===== src/rtl/ebs_pkg.sv =====
package ebs_pkg;
  // timing of one machine cycle, in oscillator periods
  localparam int MC_LEN   = 12;
  localparam int HALF     = MC_LEN / 2;
  localparam int ALE_LEN  = 2;
  localparam int ADDR_LEN = ALE_LEN + 1;   // address held one period past ALE fall
  localparam int PSEN_OFS = ALE_LEN + 1;
  localparam int PSEN_LEN = 3;
  localparam int STB_OFS  = ALE_LEN + 3;   // RD/WR fall 3 periods after ALE fall
  localparam int STB_LEN  = 6;
  localparam int PH_W     = $clog2(MC_LEN);

  typedef logic [PH_W-1:0] phase_t;

  typedef struct packed {
    logic data;
    logic wr;
    logic wide;
    logic ext;
    logic movc;
    logic ale_off;
  } cyc_flags_t;

  // true when phase p lies in [start, start+len)
  function automatic logic in_win(phase_t p, int start, int len);
    return (int'(p) >= start) && (int'(p) < start + len);
  endfunction

  // second half of a fetch cycle reads the following code byte
  function automatic logic second_half(phase_t p);
    return int'(p) >= HALF;
  endfunction
endpackage


===== src/rtl/ebs_phase_gen.sv =====
module ebs_phase_gen
  import ebs_pkg::*;
(
  input  logic   clk,
  input  logic   rst_n,
  input  logic   osc_en,
  output phase_t ph,
  output logic   mc_wrap
);
  localparam phase_t LAST = phase_t'(MC_LEN - 1);

  assign mc_wrap = osc_en && (ph == LAST);

  always_ff @(posedge clk or negedge rst_n) begin
    if (!rst_n)       ph <= LAST;
    else if (mc_wrap) ph <= '0;
    else if (osc_en)  ph <= ph + phase_t'(1);
  end
endmodule


===== src/rtl/ebs_cycle_reg.sv =====
module ebs_cycle_reg
  import ebs_pkg::*;
#(
  parameter int DW = 8,
  parameter int AW = 16
) (
  input  logic          clk,
  input  logic          rst_n,
  input  logic          take,
  input  cyc_flags_t    flg_in,
  input  logic [AW-1:0] faddr_in,
  input  logic [AW-1:0] xaddr_in,
  input  logic [DW-1:0] wdata_in,
  input  logic [DW-1:0] p2_in,
  output cyc_flags_t    flg,
  output logic [AW-1:0] faddr,
  output logic [AW-1:0] xaddr,
  output logic [DW-1:0] wdata,
  output logic [DW-1:0] p2reg
);
  always_ff @(posedge clk or negedge rst_n) begin
    if (!rst_n) begin
      flg   <= '0;
      faddr <= '0;
      xaddr <= '0;
      wdata <= '0;
      p2reg <= '0;
    end else if (take) begin
      flg   <= flg_in;
      faddr <= faddr_in;
      xaddr <= xaddr_in;
      wdata <= wdata_in;
      p2reg <= p2_in;
    end
  end
endmodule


===== src/rtl/ebs_strobe_dec.sv =====
module ebs_strobe_dec
  import ebs_pkg::*;
(
  input  phase_t     ph,
  input  cyc_flags_t flg,
  output logic       ale,
  output logic       ale_weak,
  output logic       psen_n,
  output logic       rd_n,
  output logic       wr_n,
  output logic       ale_slot,
  output logic       ale_gate,
  output logic       stb_win
);
  logic psen_act;

  // a data cycle keeps only the first latch slot
  assign ale_slot = in_win(ph, 0, ALE_LEN) ||
                    (!flg.data && in_win(ph, HALF, ALE_LEN));
  // the disable bit only bites when no external access is possible
  assign ale_gate = !flg.ale_off || flg.data || flg.ext || flg.movc;
  assign ale      = ale_slot && ale_gate;
  assign ale_weak = !ale_gate;

  assign psen_act = flg.ext && !flg.data &&
                    (in_win(ph, PSEN_OFS, PSEN_LEN) ||
                     in_win(ph, HALF + PSEN_OFS, PSEN_LEN));
  assign psen_n   = !psen_act;

  assign stb_win  = flg.data && in_win(ph, STB_OFS, STB_LEN);
  assign rd_n     = !(stb_win && !flg.wr);
  assign wr_n     = !(stb_win && flg.wr);
endmodule


===== src/rtl/ebs_port_mux.sv =====
module ebs_port_mux
  import ebs_pkg::*;
#(
  parameter int DW = 8,
  parameter int AW = 16
) (
  input  phase_t        ph,
  input  cyc_flags_t    flg,
  input  logic [AW-1:0] faddr,
  input  logic [AW-1:0] xaddr,
  input  logic [DW-1:0] wdata,
  input  logic [DW-1:0] p2reg,
  output logic [DW-1:0] p0_out,
  output logic          p0_oe,
  output logic [DW-1:0] p2_out
);
  logic [AW-1:0] code_ptr;
  logic          fetch_addr_win;

  assign code_ptr       = second_half(ph) ? faddr + AW'(1) : faddr;
  assign fetch_addr_win = in_win(ph, 0, ADDR_LEN) || in_win(ph, HALF, ADDR_LEN);

  always_comb begin
    p0_oe  = 1'b0;
    p0_out = '0;
    if (flg.data) begin
      if (in_win(ph, 0, ADDR_LEN)) begin
        p0_oe  = 1'b1;
        p0_out = xaddr[DW-1:0];
      end else if (flg.wr && in_win(ph, STB_OFS, STB_LEN)) begin
        p0_oe  = 1'b1;
        p0_out = wdata;
      end
    end else if (flg.ext && fetch_addr_win) begin
      p0_oe  = 1'b1;
      p0_out = code_ptr[DW-1:0];
    end
  end

  always_comb begin
    if (flg.data)     p2_out = flg.wide ? xaddr[AW-1:DW] : p2reg;
    else if (flg.ext) p2_out = code_ptr[AW-1:DW];
    else              p2_out = p2reg;
  end
endmodule


===== src/rtl/ext_bus_seq.sv =====
module ext_bus_seq
  import ebs_pkg::*;
#(
  parameter int DW = 8,
  localparam int AW = 2 * DW
) (
  input  logic          clk,
  input  logic          rst_n,
  input  logic          osc_en,
  input  logic          ea_ext,
  input  logic [AW-1:0] fetch_addr,
  input  logic          movc_busy,
  input  logic          xd_req,
  input  logic          xd_write,
  input  logic          xd_wide,
  input  logic [AW-1:0] xd_addr,
  input  logic [DW-1:0] xd_wdata,
  input  logic [DW-1:0] p2_latch,
  input  logic          ale_off,
  output logic          ale,
  output logic          ale_weak,
  output logic          psen_n,
  output logic          rd_n,
  output logic          wr_n,
  output logic [DW-1:0] p0_out,
  output logic          p0_oe,
  output logic [DW-1:0] p2_out
);
  phase_t        ph_w;
  logic          mc_wrap;
  cyc_flags_t    req_flg, cur_flg;
  logic [AW-1:0] cur_faddr, cur_xaddr;
  logic [DW-1:0] cur_wdata, cur_p2;
  logic          ale_slot, ale_gate, stb_win;

  always_comb begin
    req_flg.data    = xd_req;
    req_flg.wr      = xd_write;
    req_flg.wide    = xd_wide;
    req_flg.ext     = ea_ext;
    req_flg.movc    = movc_busy;
    req_flg.ale_off = ale_off;
  end

  ebs_phase_gen u_phase (
    .clk     (clk),
    .rst_n   (rst_n),
    .osc_en  (osc_en),
    .ph      (ph_w),
    .mc_wrap (mc_wrap)
  );

  ebs_cycle_reg #(.DW(DW), .AW(AW)) u_cyc (
    .clk      (clk),
    .rst_n    (rst_n),
    .take     (mc_wrap),
    .flg_in   (req_flg),
    .faddr_in (fetch_addr),
    .xaddr_in (xd_addr),
    .wdata_in (xd_wdata),
    .p2_in    (p2_latch),
    .flg      (cur_flg),
    .faddr    (cur_faddr),
    .xaddr    (cur_xaddr),
    .wdata    (cur_wdata),
    .p2reg    (cur_p2)
  );

  ebs_strobe_dec u_dec (
    .ph       (ph_w),
    .flg      (cur_flg),
    .ale      (ale),
    .ale_weak (ale_weak),
    .psen_n   (psen_n),
    .rd_n     (rd_n),
    .wr_n     (wr_n),
    .ale_slot (ale_slot),
    .ale_gate (ale_gate),
    .stb_win  (stb_win)
  );

  ebs_port_mux #(.DW(DW), .AW(AW)) u_mux (
    .ph     (ph_w),
    .flg    (cur_flg),
    .faddr  (cur_faddr),
    .xaddr  (cur_xaddr),
    .wdata  (cur_wdata),
    .p2reg  (cur_p2),
    .p0_out (p0_out),
    .p0_oe  (p0_oe),
    .p2_out (p2_out)
  );
endmodule


===== config.mk =====
export PLATFORM = sky130hd
export DESIGN_NAME = ext_bus_seq
export DESIGN_NICKNAME = d
export VERILOG_FILES = /design/src/rtl/ebs_pkg.sv /design/src/rtl/ebs_phase_gen.sv /design/src/rtl/ebs_cycle_reg.sv /design/src/rtl/ebs_strobe_dec.sv /design/src/rtl/ebs_port_mux.sv /design/src/rtl/ext_bus_seq.sv
export SDC_FILE = /design/constraint.sdc
export NUM_CORES = 1
export LEC_CHECK = 0
export BUFFER_PORTS_ARGS = -buffer_cell sky130_fd_sc_hd__buf_2
export CAP_MARGIN = 15
export CORE_UTILIZATION = 56
export CTS_CLUSTER_SIZE = 24
export DETAILED_ROUTE_END_ITERATION = 6
export GPL_TIMING_DRIVEN = 0
export PLACE_DENSITY = 0.89
export SETUP_SLACK_MARGIN = 0.5
export SLEW_MARGIN = 20
export SYNTH_ARGS = -nofsm -noshare
export SYNTH_HDL_FRONTEND = slang
export SYNTH_SLANG_ARGS = --single-unit

===== constraint.sdc =====
create_clock -name clk -period 4.28 [get_ports clk]
set_clock_uncertainty 0.2 [all_clocks]
set_input_delay 0.214 -clock clk [delete_from_list [all_inputs] [get_ports clk]]
set_output_delay 0.214 -clock clk [all_outputs]
set_load 0.03 [all_outputs]

; ---- Word-level counts from Yosys, hierarchy flattened
; Cells that the tools add are included.
[classes]
n_reduce_logical = 29
mux = 14
magnitude_cmp = 11
addsub = 2
eq_ne = 1
[op_table]
columns = operator, n
row1 = 8-bit 2-to-1 mux, 7
row2 = "16-bit by 1-bit adder with 16-bit output, second input constant", 1
row3 = "4-bit less-than comparator, second input constant", 4
row4 = 16-bit 2-to-1 mux, 1
row5 = 1-bit logical AND, 15
row6 = "4-bit by 3-bit >= comparator with 1-bit output, second input constant", 2
row7 = "4-bit by 2-bit less-than comparator with 1-bit output, second input constant", 2
row8 = 4-bit 2-to-1 mux, 2
row9 = 1-bit logical NOT, 7
row10 = 1-bit logical OR, 6
row11 = "4-bit by 1-bit adder with 4-bit output, second input constant", 1
row12 = "4-bit == test, second input constant", 1
row13 = "4-bit by 2-bit >= comparator with 1-bit output, second input constant", 1
row14 = "4-bit >= comparator, second input constant", 1
row15 = "4-bit by 3-bit less-than comparator with 1-bit output, second input constant", 1
row16 = 1-bit 2-to-1 mux, 4
row17 = 2-bit nonzero test, 1
[word_totals]
out_inout_bits = 22
ff_bits = 58
elab_cells = 68
input_bits = 57

; ---- Longest topological paths before layout
; Gate-level depths: netlist (run 1).
[logic_depth]
ltp_word = 6
mapped_depth = 8
mapped_depth_nobuf = 7

; ---- By module
; Synthesis (run 1) repeated with hierarchy kept, for this count alone.
[hier_totals]
cells_unflattened = 273
hier_area_um2 = 3505.9
[by_module_without_submodules]
columns = mod, area_per_inst_um2, cells_each, seq_area_each_um2, n_inst
row1 = ebs_cycle_reg, 2258.4, 114, 1351.3, 1
row2 = ebs_port_mux, 908.4, 120, 0.0, 1
row3 = ebs_phase_gen, 216.5, 20, 103.8, 1
row4 = ebs_strobe_dec, 122.6, 19, 0.0, 1

; ---- Least setup slack after synthesis (run 1)
; Ideal clock, no wire load.
[synth_timing]
kind = register -> output
start = register u_cyc.flg[5] (netlist name)
end = output ale
n_path_buf = 1
t_arrival_ns = 2.070
required_time_ns = 3.866
path_stages_with_launch = 4
path_slack_ns = 1.796
cell_sequence = dfrtp_1 -> buf_2 -> nor4b_1 -> nor3_1
[synth_via]
elab_chain_len = 4
elab_cells_between_ends = 7
cone_classes = reduce/logical: 7
[synth_lines]
columns = item, line_no
row1 = 1-bit logical NOT / 1-bit logical OR (equally long branches), "ebs_strobe_dec.sv:19, ebs_strobe_dec.sv:21"
row2 = 1-bit logical AND / 1-bit logical OR (equally long branches), "ebs_strobe_dec.sv:19, ebs_strobe_dec.sv:21"
row3 = "1-bit logical OR, on equally long branches", "ebs_strobe_dec.sv:18, ebs_strobe_dec.sv:21"
row4 = 1-bit logical AND (*), ebs_strobe_dec.sv:22  ; assign ale = ale_slot && ale_gate;
row5 = to (decl), ext_bus_seq.sv:20  ; output logic ale,
; Mark *: on every way between the ends. The rest lies on a longest branch, timed or not.

; ---- Worst setup path after layout (run 1)
[layout_timing]
start = register u_phase.ph[1]
end = output p0_out[4]
[layout_via]
elab_chain_len = 6
elab_cells_between_ends = 15
cone_classes = order compare: 5 / mux: 5 / reduce/logical: 5
[layout_lines]
columns = item, line_no
row1 = from (decl), ebs_phase_gen.sv:7  ; output phase_t ph,
row2 = from (signal assigned), ebs_phase_gen.sv:17  ; else if (osc_en) ph <= ph + phase_t'(1);
row3 = 4-bit by 3-bit >= comparator with 1-bit output (tied with other cells), ebs_pkg.sv:26  ; return (int'(p) >= start) && (int'(p) < start + len);
row4 = 1-bit logical AND, ebs_pkg.sv:26
row5 = 1-bit logical AND / 1-bit logical OR (equally long branches), "ebs_port_mux.sv:30, ebs_port_mux.sv:21"
row6 = 8-bit 2-to-1 mux / 1-bit logical AND (equally long branches), "ebs_port_mux.sv:30, ebs_port_mux.sv:34"
row7 = "8-bit 2-to-1 mux, on equally long branches", "ebs_port_mux.sv:27, ebs_port_mux.sv:34"
row8 = 8-bit 2-to-1 mux (*), ebs_port_mux.sv:26  ; if (flg.data) begin
row9 = to (decl), ext_bus_seq.sv:25  ; output logic [DW-1:0] p0_out,
; Marks and branches as above.

==> summary.txt, run 1 <==
Outcome
  – Outcome: complete, no violations

Clocking
  – Post-CTS sizing: 0
  – Clock slew at reported path FFs: ~60 ps
  – Postcts setup bufs: 0
  – CTS tree: done
  – Clock Path Buffers: 2
  – H-tree level count: 3
  – CTS sink count: 58
  – Hold_buf cts: 56
  – TritonCTS Buffers: 9
  – Clk_lat worst skew: 340 ps
  – Root Buffer: clkbuf_8

Synth
  – Simple-gate portion of the synthesized area: 0.106
  – Warnings, synthesis: 0
  – Synth Instances: 246
  – #FFs+latches synth: 58
  – Sequential share of the synthesized area: 0.495
  – Syn avg cell area: 12.0 µm²
  – Net Count, Synth: 307
  – Netlist cell types: 36
  – Synth Area in Compound Gates: 0.0923
  – XOR/XNOR Fraction of Synth Area: 0.0447
  – Largest family of logic cells by synthesized area: multiplexers
  – Mapped Area: 2940 µm²
  – Synth Area in Adders: 0.0170
  – Post-synthesis mux area share: 0.211

Routing
  – Router iterations before antenna repair: 5
  – Met1 WL: around 3200 µm
  – Wire length on met2: 4270 µm
  – DRT iter0 DRCs: roughly 220
  – WL final: slightly above 8000 µm
  – Residual DRC count: 0
  – Detail Route Antenna Nets: 0
  – DR WL met3: 394 µm
  – Total number of vias: approximately 2.6k
  – Drt wl/cell: approximately 17 µm
  – Via/cell ratio: 5.56
  – Top layer in use: met4

Cells and area
  – Area Overhead vs Synth: 41.0%
  – Most common cell after layout, fill and taps aside: buf_2
  – Share of cells above drive strength 1: 0.417
  – Commonest non-fill, non-tap cells in the layout: buf_2, dlygate4sd3_1, mux2_2, dfrtp_1, o21ai_0
  – Fill count: just under 300
  – Register area: roughly 1500 µm²
  – N_diodes: 0
  – Footprint of the multi-input gates: about 1400 µm²
  – Nets: 452

STA
  – Final setup vio count: 0
  – TNS Setup: 0 ps
  – Worst Max-Slew Pin Slew: 723 ps
  – Slew Viols, Final: 0
  – Final period util: 0.665
  – PnR worst setup slack: approximately 1400 ps
  – F_max: between 300 and 400 MHz
  – Worst slew margin: 0.518
  – RSZ-0062 raised after global routing: no
  – Fin. Hold Viols: 0
  – Fin crit period: 2850 ps

Pwr
  – Total power: roughly 2.6 mW
  – Worst VDD drop: between 0.3 and 0.4 mV
  – PD cells: around 620 nW/µm²
  – Static Leak: 1.97 nW

Setup path
  – Cell Chain, Critical Path: inv_1 > ha_1 > nor2b_1 > o2bb2ai_1 > and3_1 > buf_6 > a22oi_1 > o21ai_0 > buf_2
  – Worst Path Required: 3870 ps
  – CP arrival: about 2400 ps
  – CP Capture Type: output port
  – Crit start category: flop
  – Worst Path Max Fanout: 8
  – Crit path kind: reg2out
  – WP buf/inv: 3
  – Delay-heaviest family, CP: flip-flops
  – CP max stage delay: about 590 ps
  – Slowest cell on the critical path: dfstp_2

Die
  – Starting Density: 0.579
  – IO Pins: approximately 80
  – Die height: between 70 and 80 µm
  – Die area: ~5500 µm²
  – Row cnt: 26
  – Die X: around 74 µm
  – Core area: approximately 5100 µm²

Run
  – Max-cap viol count: 0

Global routing
  – First-pass GRT wire length: about 12000 µm
  – Number of global-route vias before repair: approximately 2.6k
  – Largest net degree at the start of global routing: slightly below 60
  – Remaining global-route overflow: 0
  – GR Util All Layers: 0.305
  – Initial antenna violation count: 0

Min path
  – Hold crit path type: in2async

Placement
  – Routability-driven placement congestion ratio: approximately 0.86
  – Post-DP HPWL: around 4700 µm
  – Post-Place Setup Slack: roughly 1800 ps
  – PortBufs: 78
worst paths after layout:
path                                start              end  slack [ps]  cells after the start
setup / recovery            u_phase.ph[1]        p0_out[4]        1430                      9
hold / removal                      rst_n  u_cyc.faddr[14]         260                      2
setup reg to reg            u_phase.ph[1]   u_cyc.faddr[5]        2110                      6
hold reg to reg            u_cyc.xaddr[4]   u_cyc.xaddr[4]         310                      1
max in group asynchronous           rst_n   u_cyc.p2reg[0]        3130                      2
min in group clk           u_cyc.xaddr[4]   u_cyc.xaddr[4]         310                      1
power breakdown:
| part | leakage, nW | switching [mW] | internal [mW] | total (mW) |
|---|---|---|---|---|
| registers | 0.735 | 0.219 | 0.808 | 1.03 |
| clock network | 0.0872 | 0.215 | 0.223 | 0.438 |
| logic | 1.15 | 0.629 | 0.493 | 1.12 |
| total | 1.97 | 1.06 | 1.52 | 2.59 |
layout make-up:
type,instances,area share
clock buffers,13,0.0359
flip-flops and latches,58,0.351
clock inverters,3,0.00362
inverters,4,0.00362
plain buffers,10,0.0211
repair buffers,134,0.230
well taps,70,0.0211
multi-input cells,174,0.334
worst register-to-register path: cells and delay by family (launching register included):
| kind | cells | cell delay [ps] |
|---|---|---|
| adders and majority gates | 1 | 290 |
| and+or+nand+nor | 3 | 450 |
| muxes | 1 | 290 |
| buffers and inverters | 1 | 230 |
| DFF | 1 | 590 |
sequential cells by signal, summed over array words and instances, names as in the netlist:
signal / cells
u_cyc.p2reg: 8
u_phase.ph: 4
u_cyc.wdata: 8
u_cyc.xaddr: 16
u_cyc.flg: 6
u_cyc.faddr: 16
cell usage after synthesis (all sizes together):
library cell	instances	area, µm²
dfrtp	55	1380
mux2	55	619
o21ai	19	95.1
nand2	16	62.6
nor2	12	50.1
xor2	12	105
a22oi	11	82.6
buf	10	87.6
nand4	6	37.5
nand2b	5	31.3
nand3	5	25.0
and3	4	25.0
ha	4	50.1
inv	4	15.0
dfstp	3	78.8
nor3	3	15.0
xnor2	3	26.3
a21oi	2	10.0
a221o	2	20.0
a32o	2	20.0
nor2b	2	12.5
nor4b	2	23.8
a211o	1	10.0
a211oi	1	7.51
a22o	1	8.76
a32oi	1	8.76
and2	1	6.26
nand3b	1	7.51
nor3b	1	7.51
o2bb2ai	1	8.76
or3	1	6.26
cell families (layout without fill, tap and decap cells):
kind of cell | Yosys count | in the layout
XOR/XNOR | 15 | 15
buffers and inverters | 14 | 164
AO/OA/AOI/OAI | 41 | 41
flip-flops | 58 | 58
AND/OR/NAND/NOR | 59 | 59
multiplexers | 55 | 55
adder cells (fa/ha/maj) | 4 | 4
through the flow:
stage | cells | instance area [µm²] | hold slack (ps) | util
5_1_grt | 466 | 4150 | 312 | 0.817
2_1_floorplan | 246 | 2940 | -282 | -
3_5_place_dp | 394 | 3420 | 119 | 0.674
3_3_place_gp | 394 | 3420 | 245 | 0.674
4_1_cts | 466 | 4150 | 299 | 0.817
6_report | 466 | 4150 | 262 | 0.817
per-layer routing:
layer | global-route usage | up-vias
li1 | - | 1179
met1 | 0.366 | 1271
met2 | 0.525 | 116
met3 | 0.0447 | 23
met4 | 0.170 | 0
met5 | 0 | -
No activity file was read; power rests on OpenSTA's default activity.
==> run 2, diff against run 1 <==
- CORE_UTILIZATION: 56 -> 52
- PLACE_DENSITY: 0.89 -> 0.84
- clock period: 4.28 -> 2.7 ns (I/O delays scaled with it)
==> summary.txt, run 2 (synthesized netlist as in run 1, its figures left out) <==
Setup path
  – Crit start category: flop
  – Reg2reg setup slack: 520 ps (-1590 ps)
  – Worst Path Required: 2370 ps (-1500 ps)
  – Reg2Reg Capture Point: u_cyc.p2reg[2]
  – R2R Path Start: u_phase.ph[1]
  – CP arrival: 2310 ps (-120 ps)
  – Worst Path Max Fanout: 6 (-2)
  – R2R depth: 8 (+2)
  – CP Capture Type: output port
  – Crit path kind: reg2out

STA
  – Worst Max-Slew Pin Slew: 742 ps (+19.5 ps)
  – Slew Viols, Final: 0 (unchanged)
  – Fin. Hold Viols: 0 (unchanged)
  – Final period util: 0.979
  – PnR worst setup slack: 57.8 ps (-1380 ps)
  – F_max: roughly 380 MHz
  – Final setup vio count: 0 (unchanged)
  – RSZ-0062 raised after global routing: yes
  – TNS Setup: 0 ps (unchanged)
  – Fin crit period: between 2000 and 3000 ps
  – Worst slew margin: 0.505 (-0.0130)

Global routing
  – Grt met2 use: 0.542 (+0.0171)
  – GR Util All Layers: 0.328 (+0.0231)
  – Initial antenna violation count: 0 (unchanged)
  – First-pass GRT wire length: 14700 µm (+22%)
  – Gr busiest metal: met2
  – GRT met3 Usage: 0.0690 (+0.0243)
  – GR Util met1: 0.374 (+0.00842)
  – Number of global-route vias before repair: 2988 (+15%)
  – Remaining global-route overflow: 0 (unchanged)
  – Largest net degree at the start of global routing: 59 (unchanged)

Clocking
  – TritonCTS Buffers: 9 (unchanged)
  – H-tree level count: 3 (unchanged)
  – Clock slew at reported path FFs: 70 ps (about the same)
  – CTS sink count: 58 (unchanged)
  – CTS tree: done
  – Clk_lat worst skew: 350 ps (about the same)
  – Clock Path Buffers: 2 (unchanged)
  – Root Buffer: clkbuf_8

Cells and area
  – Post-layout util: 0.838 (+0.0209)
  – N_diodes: 0 (unchanged)
  – Fill count: 268 (-7.6%)
  – Largest regs: u_cyc.faddr (16), u_cyc.xaddr (16)
  – Nets: 468 (+3.5%)
  – Area Overhead vs Synth: 55.9%
  – Most common cell after layout, fill and taps aside: buf_2
  – Commonest non-fill, non-tap cells in the layout: buf_2, dlygate4sd3_1, mux2_2, dfrtp_1, buf_4
  – Share of cells above drive strength 1: 0.507 (+0.0906)

Die
  – Row cnt: 27 (+3.8%)
  – Die X: 77.2 µm (+3.7%)
  – Die area: 5960 µm² (+7.5%)
  – Starting Density: 0.537 (-0.0421)
  – IO Pins: 79 (unchanged)
  – Die height: 77.2 µm (+3.7%)
  – Core area: 5470 µm² (+7.8%)

Run
  – Max-cap viol count: 0 (unchanged)

Pwr
  – PD cells: 1060 nW/µm² (+70%)
  – Worst VDD drop: 0.640 mV (+74%)
  – Static Leak: 2.12 nW (+7.6%)

Routing
  – Router iterations before antenna repair: 5 (unchanged)
  – Residual DRC count: 0 (unchanged)
  – Detail Route Antenna Nets: 0 (unchanged)
  – Total number of vias: 2800 (+8.1%)
  – Drt wl/cell: 20.3 µm (+17%)
  – WL final: 9820 µm (+21%)
  – DRT iter0 DRCs: 193 (-11%)
  – Via/cell ratio: 5.79 (+4.1%)

Outcome
  – Outcome: complete, no violations

Min path
  – Hold crit path type: in2async

Placement
  – Post-Place Setup Slack: 305 ps (-1500 ps)
  – PortBufs: 78 (unchanged)
  – Routability-driven placement congestion ratio: 0.812 (-6.0%)
  – Post-DP HPWL: 4800 µm (+3.1%)
## run 2: changes by cell type in the layout (fill, tap and decap cells not counted), sizes merged
cell      delta
buf         +16
clkbuf       -2
clkinvlp     +1
bufinv       +1
## run 2: per-stage QoR
step	hold WS (ps)	instance area [µm²]	total power [mW]	std cells
finish	192	4580	4.87	484
global route	256	4580	5.06	484
CTS	216	4430	4.52	477
detailed placement	37.3	3430	3.31	396
global placement	167	3430	3.22	396
floorplan	-361	2950	2.80	246
## run 2: cell type report
type	count	area (µm²)	share of cell area
Multi-Input combinational cell	174	1560	0.340
Sequential cell	58	1460	0.317
Clock buffer	11	151	0.0330
Timing Repair Buffer	150	1150	0.251
Clock inverter	5	52.6	0.0115
Tap cell	72	90.1	0.0197
Buffer	10	110	0.0240
Inverter	4	17.5	0.00382
## run 2: how the worst max path moves through the flow
stage	endpoint	start	cells after the start
detailed placement	p0_out[4]	u_phase.ph[1]	9
floorplan	p0_out[6]	u_phase.ph[2]	5
finish	p0_oe	u_phase.ph[1]	7
global placement	p0_oe	u_phase.ph[1]	8
global route	p0_oe	u_phase.ph[1]	7
CTS	p0_out[6]	u_phase.ph[1]	7
## run 2: critical path, cell delays in order, from the launching register on
cell and delay (ps):
dfstp_2 600, ha_4 170, nor2_4 50, a211oi_2 310
a211o_2 260, inv_2 50, or3_4 370, buf_6 150
## run 2: report_power, final
group | switching, mW | leakage [nW] | internal, mW | total (mW)
Sequential | 0.406 | 0.735 | 1.28 | 1.69
Combinational | 1.25 | 1.28 | 1.11 | 2.36
Clock | 0.360 | 0.105 | 0.471 | 0.831
Total | 2.02 | 2.12 | 2.86 | 4.87
## run 2: metal layers
metal	part of all wire	wire, µm
met2	0.50	4940
met3	0.063	616
met4	0.036	355
met1	0.40	3910
met5	0	0
## run 2: what timing repair did
| item | in CTS | in global routing |
|---|---|---|
| cloned | 0 | 0 |
| resized for setup | 47 | 29 |
| pin swaps | 12 | 6 |
| endpoints found under the hold margin | 112 | 0 |
| hold buffers | 56 | 0 |
| setup buffers | 9 | 7 |
| setup endpoints to repair | 20 | 69 |
==> run 3, diff against run 2 <==
- PLACE_DENSITY: 0.84 -> 0.79
==> summary.txt, run 3 (synthesized netlist as in run 1, its figures left out) <==
Outcome
  – Outcome: complete, but fails checks
  – Failing checks: setup timing

Global routing
  – Grt met2 use: 0.521 (-0.0204)
  – First-pass GRT wire length: 14200 µm (-3.5%)
  – GR Util met1: 0.364 (-0.0104)
  – GR Util All Layers: 0.320 (-0.00778)
  – Initial antenna violation count: 0 (unchanged)
  – Gr busiest metal: met2
  – Number of global-route vias before repair: 2906 (-2.7%)
  – Largest net degree at the start of global routing: 59 (unchanged)
  – Remaining global-route overflow: 0 (unchanged)
  – GRT met3 Usage: 0.102 (+0.0333)

Min path
  – Hold crit path type: in2async

Die
  – IO Pins: 79 (unchanged)
  – Row cnt: 27 (unchanged)
  – Die height: 77.2 µm (unchanged)
  – Die area: 5960 µm² (unchanged)
  – Core area: 5470 µm² (unchanged)
  – Die X: 77.2 µm (unchanged)
  – Starting Density: 0.537 (unchanged)

STA
  – Fin crit period: 2730 ps (+89.3 ps)
  – Slew Viols, Final: 0 (unchanged)
  – F_max: 366 MHz (-3.3%)
  – PnR worst setup slack: -31.5 ps (-89.3 ps)
  – RSZ-0062 raised after global routing: yes
  – Final period util: 1.01 (+0.0331)
  – Worst slew margin: 0.501 (-0.00451)
  – Fin. Hold Viols: 0 (unchanged)
  – Final setup vio count: 2 (+2)
  – TNS Setup: -62.2 ps (-62.2 ps)
  – Worst Max-Slew Pin Slew: 749 ps (+6.77 ps)

Setup path
  – Worst Path Required: 2370 ps (about the same)
  – Crit path kind: reg2out
  – CP arrival: 2400 ps (+90 ps)
  – Slowest cell on the critical path: dfstp_2
  – CP Capture Type: output port
  – CP most frequent cell: buf_6
  – CP max stage delay: 590 ps (about the same)
  – Crit start category: flop
  – Worst Path Max Fanout: 5 (-1)
  – Cell Chain, Critical Path: buf_6 > inv_4 > ha_4 > buf_4 > nand2b_1 > a211o_4 > inv_2 > or3_4 > buf_6

Routing
  – WL final: 10800 µm (+9.7%)
  – Residual DRC count: 0 (unchanged)
  – DRT iter0 DRCs: 374 (+94%)
  – Detail Route Antenna Nets: 0 (unchanged)
  – Total number of vias: 2961 (+5.8%)
  – Drt wl/cell: 22.2 µm (+9.3%)
  – Router iterations before antenna repair: 5 (unchanged)
  – Via/cell ratio: 6.09 (+5.3%)

Cells and area
  – Area Overhead vs Synth: 58.9%
  – Design area: 4670 µm² (+1.9%)
  – Most common cell after layout, fill and taps aside: buf_2
  – Share of cells above drive strength 1: 0.524 (+0.0169)
  – Nets: 471 (+0.64%)
  – Commonest non-fill, non-tap cells in the layout: buf_2, dlygate4sd3_1, mux2_2, dfrtp_1, buf_4
  – Largest regs: u_cyc.faddr (16), u_cyc.xaddr (16)
  – Fill count: 275 (+2.6%)
  – N_diodes: 0 (unchanged)

Placement
  – PortBufs: 78 (unchanged)
  – Post-DP HPWL: 4780 µm (-0.28%)
  – Post-Place Setup Slack: 293 ps (-12.0 ps)
  – Routability-driven placement congestion ratio: 0.814 (+0.23%)
  – Area after DPL: 3430 µm² (unchanged)

Clocking
  – CTS sink count: 58 (unchanged)
  – Clock slew at reported path FFs: 70 ps (about the same)
  – TritonCTS Buffers: 9 (unchanged)
  – CTS tree: done
  – Clk_lat worst skew: 350 ps (about the same)
  – Clock Path Buffers: 2 (unchanged)
  – Root Buffer: clkbuf_8
  – H-tree level count: 3 (unchanged)

Pwr
  – Clock Power Share: 0.169 (about the same)
  – Static Leak: 2.14 nW (+0.99%)
  – PD cells: 1090 nW/µm² (+2.8%)
  – Worst VDD drop: 0.735 mV (+15%)
  – Switch Pwr: 2.14 mW (+6.0%)
  – Int Pwr: 2.97 mW (+3.9%)
  – Comb power frac: 0.498 (+0.015)
  – Switching portion of total power: 0.419 (+0.00496)
  – Sequential Power Share: 0.333 (-0.013)

Run
  – Max-cap viol count: 0 (unchanged)
-- run 3: changes by cell type in the layout (fill, tap and decap cells not counted), moves of 3 or more --
cell     previous run  this run
buf_6              11        19
o21ai_0             8         4
buf_4              32        29
nand2_2             1         4
-- run 3: per-layer routing --
layer,up-vias,part of all wire
met3,67,0.089
met5,-,0
met4,0,0.060
li1,1219,-
met1,1442,0.37
met2,233,0.48
-- run 3: worst paths after layout --
| check | to | start | cells past startpoint | slack (ps) |
|---|---|---|---|---|
| max | p0_oe | u_phase.ph[0] | 9 | -30 |
| min | u_cyc.p2reg[7] | rst_n | 2 | 180 |
| max reg2reg | u_cyc.wdata[4] | u_phase.ph[1] | 7 | 380 |
| min reg2reg | u_cyc.flg[3] | u_cyc.flg[3] | 1 | 310 |
| max in group asynchronous | u_phase.ph[2] | rst_n | 2 | 1550 |
| min in group clk | u_cyc.flg[3] | u_cyc.flg[3] | 1 | 310 |
-- run 3: cell type report --
cell class | instances | area [µm²] | share of cell area
Buffer | 10 | 92.6 | 0.0198
Clock buffer | 13 | 169 | 0.0362
Clock inverter | 2 | 35.0 | 0.00750
Inverter | 4 | 22.5 | 0.00482
Multi-Input combinational cell | 174 | 1600 | 0.342
Sequential cell | 58 | 1460 | 0.312
Tap cell | 72 | 90.1 | 0.0193
Timing Repair Buffer | 153 | 1210 | 0.259
-- run 3: worst max-delay path, delay by kind of cell (launching register included) --
kind,cells,cell delay (ps)
fa+ha+maj,1,150
flops,1,590
compound gates,1,220
buf+inv,5,500
simple gates,2,570
-- run 3: what timing repair did --
item / 4_1_cts / 5_1_grt
buffers inserted: 9 / 10
hold buffers: 56 / 0
pin swaps: 17 / 15
endpoints found under the setup margin: 20 / 21
cloned: 0 / 0
hold endpoints to repair: 112 / 0
resized for setup: 52 / 41
-- run 3: stage by stage --
stage          hold slack (ps)  power [mW]  std cells   util
4_1_cts                    227        4.49        476  0.810
5_1_grt                    237        5.29        486  0.853
6_report                   178        5.11        486  0.853
2_1_floorplan             -361        2.80        246      -
3_3_place_gp               166        3.23        396  0.627
3_5_place_dp              47.1        3.30        396  0.627
-- run 3: power groups by stage --
stage                     registers, mW  clock network, mW  logic [mW]
final                              1.70              0.861        2.54
after global routing               1.74              0.903        2.65
after CTS                          1.62              0.837        2.04
after detailed placement           1.61                  0        1.69
after global placement             1.58                  0        1.64
after floorplan                    1.51                  0        1.29
